$ cat src/rtl/llsc_pkg.sv
package llsc_pkg;

   // Request kinds presented by the core; the encoding is part of the port contract.
   typedef enum logic [1:0] {
      REQ_LOAD  = 2'b00,
      REQ_LINK  = 2'b01,
      REQ_STORE = 2'b10,
      REQ_COND  = 2'b11
   } req_kind_e;

endpackage

$ cat src/rtl/llsc_word_match.sv
module llsc_word_match #(
   parameter int WORD_W = 30
) (
   input  logic [WORD_W-1:0] a_word,
   input  logic [WORD_W-1:0] b_word,
   output logic              equal
);

   generate
      if (WORD_W < 1) begin : g_bad_width
         $error("llsc_word_match: WORD_W must be at least 1");
      end
   endgenerate

   assign equal = (a_word == b_word);

endmodule

$ cat src/rtl/llsc_snoop_filter.sv
module llsc_snoop_filter #(
   parameter int ADDR_W   = 32,
   parameter int OFFSET_W = 2,
   parameter int N_SNOOP  = 2,
   localparam int WORD_W  = ADDR_W - OFFSET_W
) (
   input  logic [N_SNOOP-1:0]        snoop_valid,
   input  logic [N_SNOOP*ADDR_W-1:0] snoop_addr,
   input  logic [WORD_W-1:0]         rsv_word,
   input  logic [WORD_W-1:0]         link_word,
   output logic                      hit_rsv,
   output logic                      hit_link
);

   generate
      if (N_SNOOP < 1) begin : g_bad_ports
         $error("llsc_snoop_filter: N_SNOOP must be at least 1");
      end
   endgenerate

   logic [N_SNOOP-1:0] eq_rsv;
   logic [N_SNOOP-1:0] eq_link;

   generate
      for (genvar g = 0; g < N_SNOOP; g++) begin : g_port
         llsc_word_match #(.WORD_W(WORD_W)) u_cmp_rsv (
            .a_word (snoop_addr[g*ADDR_W + OFFSET_W +: WORD_W]),
            .b_word (rsv_word),
            .equal  (eq_rsv[g])
         );
         llsc_word_match #(.WORD_W(WORD_W)) u_cmp_link (
            .a_word (snoop_addr[g*ADDR_W + OFFSET_W +: WORD_W]),
            .b_word (link_word),
            .equal  (eq_link[g])
         );
      end
   endgenerate

   assign hit_rsv  = |(snoop_valid & eq_rsv);
   assign hit_link = |(snoop_valid & eq_link);

endmodule

$ cat src/rtl/llsc_rsv_reg.sv
module llsc_rsv_reg #(
   parameter int WORD_W = 30
) (
   input  logic              clk,
   input  logic              rst_n,
   input  logic              clear_i,
   input  logic              link_i,
   input  logic [WORD_W-1:0] link_word_i,
   input  logic              link_killed_i,
   input  logic              cond_i,
   input  logic              kill_i,
   output logic              rsv_valid_o,
   output logic [WORD_W-1:0] rsv_word_o
);

   // Update order: clear, then a new link, then anything that breaks the reservation.
   always_ff @(posedge clk) begin
      if (!rst_n) begin
         rsv_valid_o <= 1'b0;
         rsv_word_o  <= '0;
      end else if (clear_i) begin
         rsv_valid_o <= 1'b0;
      end else if (link_i) begin
         rsv_valid_o <= !link_killed_i;
         rsv_word_o  <= link_word_i;
      end else if (cond_i || kill_i) begin
         rsv_valid_o <= 1'b0;
      end
   end

   p_clear_drops_r7: assert property (@(posedge clk) disable iff (!rst_n)
      clear_i |=> !rsv_valid_o);

   p_link_arms_r1: assert property (@(posedge clk) disable iff (!rst_n)
      (link_i && !clear_i && !link_killed_i) |=>
         (rsv_valid_o && rsv_word_o == $past(link_word_i)));

   p_cond_drops_r4: assert property (@(posedge clk) disable iff (!rst_n)
      (cond_i && !link_i) |=> !rsv_valid_o);

   p_only_link_arms_r1: assert property (@(posedge clk) disable iff (!rst_n)
      $rose(rsv_valid_o) |-> $past(link_i));

endmodule

$ cat src/rtl/llsc_reservation_monitor.sv
module llsc_reservation_monitor
   import llsc_pkg::*;
#(
   parameter int ADDR_W   = 32,
   parameter int OFFSET_W = 2,
   parameter int N_SNOOP  = 2
) (
   input  logic                      clk,
   input  logic                      rst_n,
   input  logic                      req_valid,
   input  logic [1:0]                req_kind,
   input  logic [ADDR_W-1:0]         req_addr,
   input  logic [N_SNOOP-1:0]        snoop_valid,
   input  logic [N_SNOOP*ADDR_W-1:0] snoop_addr,
   input  logic                      clear_rsv,
   output logic                      mem_we,
   output logic                      sc_done,
   output logic                      sc_result,
   output logic                      rsv_valid
);

   localparam int WORD_W = ADDR_W - OFFSET_W;

   generate
      if (OFFSET_W < 0 || WORD_W < 1) begin : g_bad_geometry
         $error("llsc_reservation_monitor: OFFSET_W must leave a word address");
      end
   endgenerate

   req_kind_e           kind;
   logic                is_link, is_store, is_cond;
   logic [WORD_W-1:0]   req_word;
   logic [WORD_W-1:0]   rsv_word;
   logic                req_hits_rsv;
   logic                snoop_hit_rsv, snoop_hit_link;
   logic                own_store_hit;
   logic                cond_ok;

   assign kind     = req_kind_e'(req_kind);
   assign is_link  = req_valid && (kind == REQ_LINK);
   assign is_store = req_valid && (kind == REQ_STORE);
   assign is_cond  = req_valid && (kind == REQ_COND);
   assign req_word = req_addr[ADDR_W-1:OFFSET_W];

   llsc_word_match #(.WORD_W(WORD_W)) u_req_cmp (
      .a_word (req_word),
      .b_word (rsv_word),
      .equal  (req_hits_rsv)
   );

   llsc_snoop_filter #(
      .ADDR_W   (ADDR_W),
      .OFFSET_W (OFFSET_W),
      .N_SNOOP  (N_SNOOP)
   ) u_snoop (
      .snoop_valid (snoop_valid),
      .snoop_addr  (snoop_addr),
      .rsv_word    (rsv_word),
      .link_word   (req_word),
      .hit_rsv     (snoop_hit_rsv),
      .hit_link    (snoop_hit_link)
   );

   assign own_store_hit = is_store && req_hits_rsv;

   llsc_rsv_reg #(.WORD_W(WORD_W)) u_rsv (
      .clk           (clk),
      .rst_n         (rst_n),
      .clear_i       (clear_rsv),
      .link_i        (is_link),
      .link_word_i   (req_word),
      .link_killed_i (snoop_hit_link),
      .cond_i        (is_cond),
      .kill_i        (snoop_hit_rsv || own_store_hit),
      .rsv_valid_o   (rsv_valid),
      .rsv_word_o    (rsv_word)
   );

   // Same-cycle snoop hits and clears count as having happened before the store.
   assign cond_ok   = is_cond && rsv_valid && req_hits_rsv && !snoop_hit_rsv && !clear_rsv;
   assign mem_we    = is_store || cond_ok;
   assign sc_done   = is_cond;
   assign sc_result = cond_ok;

   p_unarmed_fails_r3: assert property (@(posedge clk) disable iff (!rst_n)
      (req_valid && req_kind == 2'b11 && !rsv_valid) |-> (!mem_we && !sc_result && sc_done));

   p_result_quiet_r12: assert property (@(posedge clk) disable iff (!rst_n)
      !sc_done |-> !sc_result);

   p_cond_write_r2: assert property (@(posedge clk) disable iff (!rst_n)
      sc_done |-> (mem_we == sc_result));

   p_snoop_blocks_r10: assert property (@(posedge clk) disable iff (!rst_n)
      (sc_done && snoop_hit_rsv) |-> !mem_we);

   p_load_inert_r11: assert property (@(posedge clk) disable iff (!rst_n)
      (req_valid && req_kind == 2'b00 && !clear_rsv && snoop_valid == '0)
         |=> ($stable(rsv_valid) && $stable(rsv_word)));

   p_load_no_write_r11: assert property (@(posedge clk) disable iff (!rst_n)
      (req_valid && (req_kind == 2'b00 || req_kind == 2'b01)) |-> !mem_we);

   p_snoop_breaks_r5: assert property (@(posedge clk) disable iff (!rst_n)
      (snoop_hit_rsv && !is_link) |=> !rsv_valid);

endmodule

$ cat config.mk
export PLATFORM = sky130hd
export DESIGN_NAME = llsc_reservation_monitor
export DESIGN_NICKNAME = d
export VERILOG_FILES = /design/src/rtl/llsc_pkg.sv /design/src/rtl/llsc_word_match.sv /design/src/rtl/llsc_snoop_filter.sv /design/src/rtl/llsc_rsv_reg.sv /design/src/rtl/llsc_reservation_monitor.sv
export SDC_FILE = /design/constraint.sdc
export NUM_CORES = 1
export LEC_CHECK = 0
export ABC_AREA = 1
export BUFFER_PORTS_ARGS = -buffer_cell sky130_fd_sc_hd__buf_4
export CORE_MARGIN = 8
export CORE_UTILIZATION = 50
export DETAILED_ROUTE_END_ITERATION = 12
export HOLD_SLACK_MARGIN = 0.08
export PLACE_DENSITY = 0.79
export SYNTH_ARGS = -nofsm -noshare
export SYNTH_HDL_FRONTEND = slang
export SYNTH_SLANG_ARGS = --single-unit
$ cat constraint.sdc
create_clock -name clk -period 2 [get_ports clk]
set_clock_uncertainty 0.2 [all_clocks]
set_input_delay 0.3 -clock clk [delete_from_list [all_inputs] [get_ports clk]]
set_output_delay 0.3 -clock clk [all_outputs]
set_load 0.005 [all_outputs]
==> impl_results.md, run 1 <==
* WP data required at 1.50 ns
* IO Pins at 108
* CTS tree: built
* Row count at 30
* Async SR Flop Fraction at 0%
* First-pass GRT wire length at 18,900 um
* Seq pwr share at 34.4%
* Syn Std Cell Area at 3410 um2
* Crit start category: flop
* Cells after Synth at 637
* Vias in the first global route at 4,184
* Upper clock frequency limit at 459 MHz
* Most frequent CP cell: nand2_1
* DP Worst Slack at 0.0386 ns
* CTS clk-pin slew, worst paths at 0.07 ns
* Switching share of power at 34.3%
* Fillcell total at 642
* Routed Antenna Nets at 0
* Clock power share at 30.1%
* Largest net degree at the start of global routing at 32
* Switching Power at 668 uW
* Critical-path cell list: xnor2_2 -> nand2_1 -> nor2_1 -> nand2_1 -> nor2_1 -> nand2_1 -> nand3_2 -> inv_2 -> nand2_2 -> o21ai_2 -> buf_4
* Commonest cells in the netlist: nand2_1 (242), inv_1 (82), nor2_1 (66)
* Vias per inst at 5.07
* Diode count at 0
* Maximum vdd ir drop at 0.247 mV
* Die area at 9720 um2
* Gpl congestion at 0.962
* Detailed router's first-iteration violation count at 240
* Bufs and invs on worst path at 2
* Synth Flop Type: dfxtp_1
* Min Clock Period, post-route at 2.18 ns
* CP Class: flop to primary output
* Synth-to-Final Area Change at 31.9%
* Die W at 98.6 um
* Hold Fails Final Rpt at 0
* Residual DRC count at 0
* WL final at 11,500 um
* Hold Crit Depth at 3
* Synthesis Warnings at 0
* Worst path depth at 11
* Final net count at 847
* Max-Slew Margin vs Limit at 76.7%
* Comb pwr share at 35.5%
* Failing checks: negative setup slack
* Pleak at 2.24 nW
* # clock sinks at 31
* Synth cell types at 25
* Clock Path Buffers at 2
* R2R cell count at 11
* Ranking of synthesized cells by area: nand2_1 (27%), dfxtp_1 (18%), xnor2_1 (14%)
* Crit-path leading delay family: simple AND/OR/NAND/NOR gates
* Maximum fanout along the worst path at 4
* Post-synth EDFFs at 0
* Max_cap viols at 0
* DR vias at 4,175
* Slew Viols, Final at 0
* Internal at 1.28 mW
* Setup TNS Final at -0.345 ns
* Synthesized flop and latch total at 31
* TritonCTS buffer count at 5
* Die span in y at 98.6 um
* Hold WC Path Type: input pin to flop
* Area of the multi-input gates at 2400 um2
* Post-DP HPWL at 9440 um
* Initial antenna violation count at 0
* Mean Syn Cell Area at 5.35 um2
* Status: complete, but fails checks
* Layout Utilization at 67.3%
* Setup Viol. Count Final at 2
* Clock Latency Late Sink at 0.30 ns
* Total power draw at 1.95 mW
* Worst hold slack at 0.114 ns
* Synth Net Count at 741
* Critical Path End Type: primary output
* Tcrit/Tclk final at 109%
* WP data arrival at 1.68 ns
* Root Buffer: clkbuf_8
* CP max stage delay at 0.40 ns
* Initial Utilization at 51.0%
* Cell with the most instances after synthesis: nand2_1
* Pwr/cell area at 433 nW/um2
* Initial DRT Pass Iterations at 5
* Gr usage total at 23.6%
* Leading area contributor after synthesis: nand2_1
* Core area at 6680 um2
* IO Port Bufs at 101
* GRT overflow at 0
* Fin worst setup slack at -0.177 ns
* Register area share after synthesis at 18.2%
* RSZ-0062 raised after global routing: yes
* Slew @ Worst Pin at 0.349 ns
* FF+latch area at 667 um2
* Share of the synthesized area in the top cell type at 26.6%
* Avg WL per Cell at 14.0 um
* Slowest CP cell: dfxtp_4
* CTS H-tree depth at 2
* Share of cells above drive strength 1 at 25.5%
-- worst register-to-register path: cells and delay by family (launching register included) --
| family | cells | cell delay [ns] |
|---|---|---|
| xor gates and xnor gates | 1 | 0.15 |
| buffers and inverters | 1 | 0.12 |
| and+or+nand+nor | 9 | 0.77 |
| DFF | 1 | 0.36 |
-- layout make-up --
type | count | area share (%)
inverter | 113 | 9.43
multi-input combinational | 485 | 53.4
clock buffer | 8 | 2.23
sequential | 31 | 14.8
tap | 80 | 2.23
timing repair buffer | 107 | 17.9
-- metrics by stage --
step	instances	instance area, um2
floorplan	637	3410
global placement	813	4260
detailed placement	813	4260
CTS	824	4470
global route	824	4500
finish	824	4500
-- layout by cell type (no fill, tap or decap) --
cell type,count
nand2_1,239
buf_4,106
inv_1,78
nor2_1,59
xnor2_1,51
o21ai_0,35
a21oi_1,27
dfxtp_2,25
inv_2,24
nand4_1,15
nand3_1,12
clkinv_1,11
nor2_2,10
o22ai_1,7
clkbuf_8,7
nand2_2,6
xor2_1,6
xnor2_2,5
o21ai_1,4
dfxtp_4,4
o211ai_1,3
dfxtp_1,2
a21boi_1,1
a21boi_0,1
nand3_2,1
nor2_4,1
o21ai_2,1
or2_0,1
clkbuf_1,1
dlygate4sd3_1,1
-- power groups by stage --
stage | registers [mW] | clock network, mW | logic [mW]
floorplan | 0.676 | 0 | 0.353
global placement | 0.680 | 0 | 0.656
detailed placement | 0.682 | 0 | 0.665
CTS | 0.670 | 0.587 | 0.682
global route | 0.672 | 0.616 | 0.766
finish | 0.670 | 0.585 | 0.692
-- metal layers --
metal | part of all wire [%] | track usage (%)
met5 | 0 | 0
met4 | 2.6 | 7.79
met3 | 6.7 | 4.79
met2 | 48 | 41.3
met1 | 43 | 27.9
-- registers in the layout, indices dropped and copies added (netlist names) --
| signal | flops |
|---|---|
| u_rsv.rsv_word_o | 30 |
| u_rsv.rsv_valid_o | 1 |
-- repair_timing --
action                                  4_1_cts  5_1_grt
endpoints found under the setup margin        2        2
hold endpoints to repair                      1        0
hold buffers                                  1        0
pin swaps                                     9       12
setup buffers                                 2        0
gates resized for setup                      36       17
-- worst paths after layout --
| path | start | slack, ns | end |
|---|---|---|---|
| hold reg to reg | u_rsv.rsv_word_o[22] | 0.29 | u_rsv.rsv_word_o[22] |
| setup / recovery | u_rsv.rsv_word_o[14] | -0.18 | mem_we |
| hold / removal | req_addr[17] | 0.11 | u_rsv.rsv_word_o[15] |
| setup reg to reg | u_rsv.rsv_word_o[19] | 0.32 | u_rsv.rsv_valid_o |
-- logic make-up (layout without fill, tap and decap cells) --
logic type | count (synthesis) | after routing | synth area share (%)
buf+inv | 121 | 228 | 13.4
compound gates | 79 | 79 | 12.3
simple gates | 344 | 344 | 40.2
flops | 31 | 31 | 18.2
xor+xnor | 62 | 62 | 15.9
Power figures use the tool's default switching activity.
==> inputs of run 2 (changes only) <==
- CELL_PAD_IN_SITES_DETAIL_PLACEMENT: unset -> 0
- CELL_PAD_IN_SITES_GLOBAL_PLACEMENT: unset -> 1
- CORE_UTILIZATION: 50 -> 34
- PLACE_DENSITY: 0.79 -> unset
- PLACE_DENSITY_LB_ADDON: unset -> 0.1
==> run 2 against run 1 <==
The run still ends with negative setup slack left. Total power shrank 3.3%. First-iteration DRC count shrank 24%. Combinational power grew 1%. Global-route usage shrank 5.1 points. Largest power group unchanged. Cell area grew 1.9%. Wire length grew 6.9%. Hold slack gained 0.0086 ns. Sequential share of layout area shrank 0.13 points. Register-to-register slack gained 0.02 ns. Final cell count grew 6.6%. Non-clock buffer count grew 1. Die area grew 39%.
==> impl_results.md, run 2 (same netlist as run 1, synthesis figures left out) <==
* Status: complete, but fails checks
* Failing checks: negative setup slack
* Maximum vdd ir drop at 0.214 mV
* Detailed router's first-iteration violation count at 183
* Upper clock frequency limit at 464 MHz
* Diode count at 0
* TritonCTS buffer count at 5
* Pwr/cell area at 411 nW/um2
* # clock sinks at 31
* Avg WL per Cell at 14.0 um
* GRT overflow at 0
* CTS H-tree depth at 2
* Post-DP HPWL at 10,300 um
* Clock Latency Late Sink at 0.29 ns
* IO Port Bufs at 101
* Critical-path cell list: xnor2_1 -> nand2_1 -> nor2_1 -> nand2_1 -> nor2_1 -> nand2_1 -> nand3_2 -> inv_2 -> nand2_2 -> o21ai_2 -> buf_4
* Largest Register: u_rsv.rsv_word_o
* Placed cell area at 4350 um2
* CP max stage delay at 0.40 ns
* Largest regs: u_rsv.rsv_word_o x30, u_rsv.rsv_valid_o x1
* Initial antenna violation count at 0
* Fillcell total at 1,106
* Hold_sp: req_addr[10]
* CTS tree: built
* Crit start category: flop
* Die span in y at 116 um
* Max_cap viols at 0
* Fin area at 4580 um2
* Vias per inst at 4.56
* Routed Antenna Nets at 0
* Die area at 13,500 um2
* Hold Fails Final Rpt at 0
* Worst R2R End: u_rsv.rsv_valid_o
* IO Pins at 108
* Most frequent cells in the layout: nand2_1 (240), buf_4 (106), inv_1 (78)
* Max reg flops at 30
* Initial Utilization at 34.9%
* Crit-path leading delay family: simple AND/OR/NAND/NOR gates
* Hold WC Path Type: input pin to flop
* R2R cell count at 11
* CTS clk-pin slew, worst paths at 0.08 ns
* Most common cell after layout, fill and taps aside: nand2_1
* WP data arrival at 1.66 ns
* Largest net degree at the start of global routing at 32
* WL final at 12,300 um
* Most frequent CP cell: nand2_1
* Final net count at 848
* Pleak at 2.25 nW
* Worst flop-to-flop path startpoint: u_rsv.rsv_word_o[22]
* Slew Viols, Final at 0
* Maximum fanout along the worst path at 4
* Initial DRT Pass Iterations at 5
* First-pass GRT wire length at 19,300 um
* Hold Crit Depth at 3
* Core area at 9770 um2
* Row count at 36
* DR vias at 4,002
* Vias in the first global route at 4,005
* CP Class: flop to primary output
* Synth-to-Final Area Change at 34.3%
* Hold Path End: u_rsv.rsv_word_o[8]
* RSZ-0062 raised after global routing: yes
* Setup TNS Final at -0.300 ns
* Gpl congestion at 0.893
* Max-Slew Margin vs Limit at 75.8%
* WP data required at 1.50 ns
* Gr usage total at 18.5%
* Clock Path Buffers at 2
* Layout Utilization at 46.9%
* Root Buffer: clkbuf_8
* Slew @ Worst Pin at 0.364 ns
* Share of cells above drive strength 1 at 25.0%
* Min Clock Period, post-route at 2.16 ns
* Die W at 116 um
* Setup Viol. Count Final at 2
* Tcrit/Tclk final at 108%
* R2R setup slack at 0.34 ns
* Critical Path End Type: primary output
* Residual DRC count at 0
* Slowest CP cell: dfxtp_1
* Bufs and invs on worst path at 2
* Fin worst setup slack at -0.157 ns
[run 2: changes by cell type in the layout (fill, tap and decap cells not counted), sizes merged]
| cell | before | now |
|---|---|---|
| buf | 106 | 107 |
| clkbuf | 8 | 7 |
| clkinv | 11 | 12 |
[run 2: power breakdown]
group          leakage [nW]  internal (mW)  switching [mW]
logic                  1.94          0.330           0.371
registers             0.266          0.635          0.0298
clock network        0.0422          0.245           0.272
[run 2: stage by stage]
stage | power, mW | hold slack (ns) | setup WS [ns] | instances
3_5_place_dp | 1.36 | 0.289 | 0.0217 | 867
6_report | 1.88 | 0.123 | -0.157 | 878
5_1_grt | 2.01 | 0.122 | -0.278 | 878
4_1_cts | 1.90 | 0.111 | -0.202 | 877
3_3_place_gp | 1.36 | 0.285 | 0.0364 | 867
2_1_floorplan | 1.03 | 0.238 | 0.411 | 637
[run 2: final cells by class]
type / instances / area (um2) / share of cell area, %
Timing Repair Buffer: 108 / 826 / 18.0
Tap cell: 133 / 166 / 3.63
Sequential cell: 31 / 673 / 14.7
Clock inverter: 1 / 5.00 / 0.109
Inverter: 113 / 424 / 9.26
Clock buffer: 7 / 76.3 / 1.67
Multi-Input combinational cell: 485 / 2410 / 52.6
[run 2: worst min-delay path: stages]
cell and delay [ns]:
buf_4 0.14, inv_1 0.07, a21oi_1 0.06
[run 2: worst max-delay path by stage]
| stage | from | end | slack [ns] | depth (start not counted) |
|---|---|---|---|---|
| 6_report | u_rsv.rsv_word_o[22] | mem_we | -0.16 | 11 |
| 5_1_grt | u_rsv.rsv_word_o[0] | mem_we | -0.28 | 12 |
| 4_1_cts | u_rsv.rsv_word_o[19] | mem_we | -0.20 | 10 |
| 3_5_place_dp | req_addr[19] | mem_we | 0.02 | 13 |
| 3_3_place_gp | req_addr[19] | mem_we | 0.04 | 13 |
| 2_1_floorplan | u_rsv.rsv_word_o[25] | mem_we | 0.41 | 13 |
[run 2: what timing repair did]
item                                    CTS  global route
endpoints found under the setup margin    2             2
setup buffers                             1             1
pin swaps                                16            10
hold buffers                              1             0
gates cloned                              0             0
gates resized for setup                  26            29
endpoints found under the hold margin     1             0
[run 2: routing by layer]
layer / share of wire [%] / wire length, um / GRT usage [%]
met2: 50 / 6110 / 33.1
met5: 0 / 0 / 0
met1: 45 / 5480 / 22.9
met3: 5.4 / 659 / 3.36
met4: 0.46 / 56 / 2.59
